===== src/rtl/spi_cfg_pkg.sv =====
package spi_cfg_pkg;
    parameter int ADDR_W   = 7;
    parameter int DATA_W   = 8;
    parameter int SYNC_LEN = 2;
    parameter int ID_W     = 7;
    localparam int REG_CNT = 1 << ADDR_W;
    localparam int CNT_W   = $clog2(DATA_W);
    localparam logic [ID_W-1:0] DEVICE_ID = 7'b1001010;

    typedef enum logic [2:0] {
        ST_IDLE,
        ST_CHIP,
        ST_PTR,
        ST_DATA,
        ST_SKIP
    } frame_st_t;

    typedef struct packed {
        logic              en;
        logic [ADDR_W-1:0] addr;
        logic [DATA_W-1:0] data;
    } wr_req_t;

    // Header byte accepted only when identifier matches and direction is write
    function automatic logic header_ok(input logic [DATA_W-1:0] hdr);
        return (hdr[DATA_W-1 -: ID_W] == DEVICE_ID) && (hdr[0] == 1'b0);
    endfunction
endpackage


===== src/rtl/cfg_sync.sv =====
module cfg_sync #(
    parameter int W      = 3,
    parameter int STAGES = 2
) (
    input  logic         clk,
    input  logic         rst,
    input  logic [W-1:0] din,
    input  logic [W-1:0] rst_val,
    output logic [W-1:0] dout
);
    genvar g;
    generate
        for (g = 0; g < W; g++) begin : g_bit
            logic [STAGES-1:0] chain;
            always_ff @(posedge clk) begin
                if (rst) chain <= {STAGES{rst_val[g]}};
                else     chain <= {chain[STAGES-2:0], din[g]};
            end
            assign dout[g] = chain[STAGES-1];
        end
    endgenerate
endmodule


===== src/rtl/cfg_frame.sv =====
module cfg_frame
    import spi_cfg_pkg::*;
(
    input  logic    clk,
    input  logic    rst,
    input  logic    cs_s,
    input  logic    sck_s,
    input  logic    sdi_s,
    output wr_req_t wr
);
    frame_st_t         state;
    logic [CNT_W-1:0]  bit_cnt;
    logic [DATA_W-1:0] shift_q;
    logic [ADDR_W-1:0] ptr_q;
    logic              incr_q;
    logic              sck_q;
    logic              sck_rise;
    logic [DATA_W-1:0] byte_now;

    always_ff @(posedge clk) begin
        if (rst) sck_q <= 1'b0;
        else     sck_q <= sck_s;
    end

    assign sck_rise = sck_s & ~sck_q & ~cs_s;
    assign byte_now = {shift_q[DATA_W-2:0], sdi_s};

    always_ff @(posedge clk) begin
        if (rst) begin
            state   <= ST_IDLE;
            bit_cnt <= '0;
            shift_q <= '0;
            ptr_q   <= '0;
            incr_q  <= 1'b0;
            wr      <= '0;
        end else begin
            wr.en <= 1'b0;
            if (cs_s) begin
                state   <= ST_IDLE;
                bit_cnt <= '0;
            end else if (state == ST_IDLE) begin
                state   <= ST_CHIP;
                bit_cnt <= '0;
            end else if (sck_rise && state != ST_SKIP) begin
                shift_q <= byte_now;
                bit_cnt <= bit_cnt + 1'b1;
                if (bit_cnt == CNT_W'(DATA_W - 1)) begin
                    unique case (state)
                        ST_CHIP: state <= header_ok(byte_now) ? ST_PTR : ST_SKIP;
                        ST_PTR: begin
                            ptr_q  <= byte_now[ADDR_W-1:0];
                            incr_q <= byte_now[DATA_W-1];
                            state  <= ST_DATA;
                        end
                        ST_DATA: begin
                            wr.en   <= 1'b1;
                            wr.addr <= ptr_q;
                            wr.data <= byte_now;
                            if (incr_q) ptr_q <= ptr_q + 1'b1;
                        end
                        default: state <= ST_SKIP;
                    endcase
                end
            end
        end
    end

    // a rejected frame never produces a strobe
    p_skip_silent_r3: assert property (@(posedge clk) disable iff (rst)
        (state == ST_SKIP) |=> !wr.en);
    // strobes only come from cycles where select was low
    p_strobe_in_frame_r8: assert property (@(posedge clk) disable iff (rst)
        wr.en |-> $past(!cs_s));
    // a fixed pointer stays put during the data phase
    p_ptr_hold_r7: assert property (@(posedge clk) disable iff (rst)
        (state == ST_DATA && !incr_q && !cs_s) |=> $stable(ptr_q));
    // with advance on, each strobe moves the pointer by one
    p_ptr_step_r6: assert property (@(posedge clk) disable iff (rst)
        (wr.en && incr_q && state == ST_DATA) |-> (ptr_q == wr.addr + 1'b1));
    // strobe is a single-cycle pulse
    p_pulse_r9: assert property (@(posedge clk) disable iff (rst)
        wr.en |=> !wr.en);
endmodule


===== src/rtl/cfg_regfile.sv =====
module cfg_regfile
    import spi_cfg_pkg::*;
(
    input  logic                      clk,
    input  logic                      rst,
    input  wr_req_t                   wr,
    output logic [REG_CNT*DATA_W-1:0] regs_flat
);
    logic [DATA_W-1:0] mem [REG_CNT];

    always_ff @(posedge clk) begin
        if (rst) begin
            for (int i = 0; i < REG_CNT; i++) mem[i] <= '0;
        end else if (wr.en) begin
            mem[wr.addr] <= wr.data;
        end
    end

    genvar g;
    generate
        for (g = 0; g < REG_CNT; g++) begin : g_out
            assign regs_flat[g*DATA_W +: DATA_W] = mem[g];
        end
    endgenerate

    // a strobed write lands in the addressed register
    p_write_lands_r5: assert property (@(posedge clk) disable iff (rst)
        wr.en |=> (mem[$past(wr.addr)] == $past(wr.data)));
endmodule


===== src/rtl/spi_cfg_port.sv =====
module spi_cfg_port
    import spi_cfg_pkg::*;
(
    input  logic                      clk,
    input  logic                      rst,
    input  logic                      cs_n,
    input  logic                      sck,
    input  logic                      sdi,
    output logic                      wr_en,
    output logic [ADDR_W-1:0]         wr_addr,
    output logic [DATA_W-1:0]         wr_data,
    output logic [REG_CNT*DATA_W-1:0] regs_flat
);
    logic [2:0] pins_s;
    wr_req_t    wr;

    cfg_sync #(.W(3), .STAGES(SYNC_LEN)) u_sync (
        .clk     (clk),
        .rst     (rst),
        .din     ({cs_n, sck, sdi}),
        .rst_val (3'b100),
        .dout    (pins_s)
    );

    cfg_frame u_frame (
        .clk   (clk),
        .rst   (rst),
        .cs_s  (pins_s[2]),
        .sck_s (pins_s[1]),
        .sdi_s (pins_s[0]),
        .wr    (wr)
    );

    cfg_regfile u_regs (
        .clk       (clk),
        .rst       (rst),
        .wr        (wr),
        .regs_flat (regs_flat)
    );

    assign wr_en   = wr.en;
    assign wr_addr = wr.addr;
    assign wr_data = wr.data;
endmodule


===== config.mk =====
export PLATFORM = sky130hd
export DESIGN_NAME = spi_cfg_port
export DESIGN_NICKNAME = d
export VERILOG_FILES = /design/src/rtl/spi_cfg_pkg.sv /design/src/rtl/cfg_sync.sv /design/src/rtl/cfg_frame.sv /design/src/rtl/cfg_regfile.sv /design/src/rtl/spi_cfg_port.sv
export SDC_FILE = /design/constraint.sdc
export NUM_CORES = 1
export LEC_CHECK = 0
export BUFFER_PORTS_ARGS = -buffer_cell sky130_fd_sc_hd__buf_2
export CAP_MARGIN = 20
export CORE_AREA = 4 4 400 402
export CTS_CLUSTER_SIZE = 10
export DETAILED_ROUTE_END_ITERATION = 6
export DIE_AREA = 0 0 404 406
export SLEW_MARGIN = 10
export SYNTH_ARGS = -nofsm -noshare
export SYNTH_HDL_FRONTEND = slang
export SYNTH_SLANG_ARGS = --single-unit

===== constraint.sdc =====
create_clock -name clk -period 2.1 [get_ports clk]
set_clock_uncertainty 0.2 [all_clocks]
set_input_delay 0.315 -clock clk [delete_from_list [all_inputs] [get_ports clk]]
set_output_delay 0.315 -clock clk [all_outputs]
set_load 0.05 [all_outputs]

==> out/results.ini <==
[flow_run]
maxCapViolations = 0

[floorplanning]
fp.dieH_um = 406
rows = 145
die-area_um2 = 164000
die_w_um = 404
io_pins = 1045
coreArea_um2 = 156000
initial_core_util = 0.263

[power]
p_switching_w = 0.0141
seqPwrFrac = 0.485
finalPower_w = 0.0509
intPower_w = 0.0369
vdd_drop_max_mv = 0.646
power.density_cell_area_nw_per_um2 = 922
power_switching_share = 0.277
clkPwrFrac = 0.402
comb_power_share = 0.113
p_leak_nw = 21.4

[synthesis]
synthesis.area_um2 = 41100
synth_edf_count = 1024
synth_nets = 2705
synth_cell_type_count = 43
synthCells = 2697
ys_seq_area_frac = 0.770
async_flop_share = 0
ys_warn_count = 0
ys.flop_type = edfxtp_1
ys_ff_latch = 1068
syn_avg_cell_area_um2 = 15.2

[timing]
finalHoldViolCount = 0
setup_viol = 1
max_freq_mhz = 469
worst_slack_ns = -0.0300
min_period_ns = 2.13
worst_slew_pin_slew_ns = 0.940
slew_viol_final = 0
finalCritPeriodShare = 1.01
holdWs_ns = 0.108
slew_headroom = 0.373
rsz0062_at_grt = yes

[setup_path]
critPathArrivalTime_ns = 1.61
cp.buffers_inverters = 1
max_stage_delay_ns = 0.63
start_kind = flop
crit_family = flip-flops
critPathCaptureType = output port
crit_required_ns = 1.58
path_max_fanout = 1
crit_chain = buf_6
crit_type = flop to output port
cp_slowest_cell = edfxtp_1

[routing]
wl_um = 158000
drt_iter0_markers = 2031
first_pass_iters = 5
via_per_inst = 4.35
wl_per_cell_um = 25.9
vias = 26500
postRouteAntennaNets = 0
route.detailed.drc = 0

[clock_tree]
clock_sinks = 1068
ctsHtreeMaxLevel = 4
cts.reportedPaths.clkPinSlew_ns = 0.06
worstSkewPairLatency_ns = 0.74
cts_root_buf = clkbuf_16
cts_buffers = 131
cts_tree = built
cts_buffer_depth = 3

[worst_hold_path]
hold_path_class = primary input to flop

[final_layout]
finalNetCount = 3976
drive_gt1_frac = 0.429
final_cell_mix = and2_1 (1024), edfxtp_1 (1024), buf_2 (1003), buf_4 (204), clkbuf_16 (132)
syn2layout_area_growth_pct = 34.5
stdcell_count = 6081

[placement]
dp_hpwl_um = 111000
gp_congestion = 0.846
place_ws_ns = -0.276
io_buffers = 1044
dp.cells = 5878

[global_routing]
grt_max_degree = 94
grt_pass1_wl_um = 211000
gr-total-overflow = 0
grt_pass1_vias = 26200
antenna_found_initial = 5
grtUsageTotal = 0.185

[run_status]
status = finished, violations left
violations = negative setup slack

==> final cells by class <==
| cell class | instances | area [µm²] |
|---|---|---|
| Inverter | 2 | 7.51 |
| Multi-Input combinational cell | 1473 | 9250 |
| Tap cell | 2058 | 2570 |
| Clock buffer | 152 | 3390 |
| Sequential cell | 1068 | 31700 |
| Clock inverter | 30 | 370 |
| Fill cell | 15000 | 101000 |
| Antenna cell | 6 | 15.0 |
| Timing Repair Buffer | 1292 | 7980 |
==> power groups by stage <==
| stage | Clock (W) | Combinational [W] | Sequential, W |
|---|---|---|---|
| floorplan | 0 | 0.000419 | 0.0288 |
| global placement | 0 | 0.00574 | 0.0251 |
| detailed placement | 0 | 0.00575 | 0.0251 |
| CTS | 0.0210 | 0.00580 | 0.0247 |
| global route | 0.0218 | 0.00588 | 0.0248 |
| finish | 0.0205 | 0.00576 | 0.0247 |
==> routing by layer <==
| layer | part of all wire | vias up | global-route usage |
|---|---|---|---|
| met5 | 0.000057 | - | 0 |
| met4 | 0.045 | 2 | 0.0794 |
| met3 | 0.084 | 268 | 0.0586 |
| met2 | 0.49 | 1156 | 0.312 |
| met1 | 0.38 | 13300 | 0.218 |
| li1 | - | 11800 | - |
==> timing repair <==
| item | in CTS | in global routing |
|---|---|---|
| hold endpoints to repair | 33 | 0 |
| pin swaps | 0 | 1 |
| buffers inserted | 8 | 1 |
| hold buffers | 6 | 0 |
| endpoints found under the setup margin | 139 | 188 |
| gates resized for setup | 72 | 20 |
==> logic make-up (layout without fill, tap and decap cells) <==
kind of cell               Yosys count  count (layout)  synth area share
AOI/OAI and AO/OA                   52              52           0.00771
xor gates and xnor gates             1               1          0.000213
adders and majority gates            3               3          0.000914
buffers and inverters              156            1476            0.0147
DFF                               1068            1068             0.770
muxes                                5               5           0.00125
other                                0               6                 0
and+or+nand+nor                   1412            1412             0.205
==> flip-flops by register name, indices dropped and copies added, names as in the netlist <==
signal              count
u_frame.bit_cnt         3
u_regs.mem           1024
u_frame.shift_q         7
u_frame.wr             16
u_frame.sck_q           1
u_frame.state           3
u_sync.g_bit.chain      6
u_frame.incr_q          1
u_frame.ptr_q           7
==> metrics by stage <==
step	instance area, µm²	setup TNS, ns	util
CTS	55200	-0.543	0.354
global route	55300	-0.695	0.354
floorplan	41400	-0.992	-
detailed placement	51100	-22.84	0.327
global placement	51100	-25.22	0.327
finish	55300	-0.0300	0.354
==> final timing paths <==
| path | start | end | slack (ns) | depth (start not counted) |
|---|---|---|---|---|
| worst max register to register | u_frame.wr[15] | u_regs.mem[92][2] | 0.07 | 6 |
| worst min register to register | u_sync.g_bit[0].chain[0] | u_sync.g_bit[0].chain[1] | 0.24 | 1 |
| worst min-delay path | cs_n | u_sync.g_bit[2].chain[0] | 0.11 | 3 |
| worst max-delay path | u_regs.mem[109][7] | regs_flat[879] | -0.03 | 1 |
==> cell usage after synthesis, drive strengths merged (11+ instances only) <==
cell / number / area (µm²)
and2: 1025 / 6410
a21oi: 33 / 176
or2: 133 / 832
buf: 17 / 83.8
nand3: 11 / 55.1
nor2: 138 / 583
dfxtp: 44 / 881
nor2b: 12 / 75.1
nand2: 62 / 233
clkbuf: 137 / 514
edfxtp: 1024 / 30700
Power figures use the tool's default switching activity.
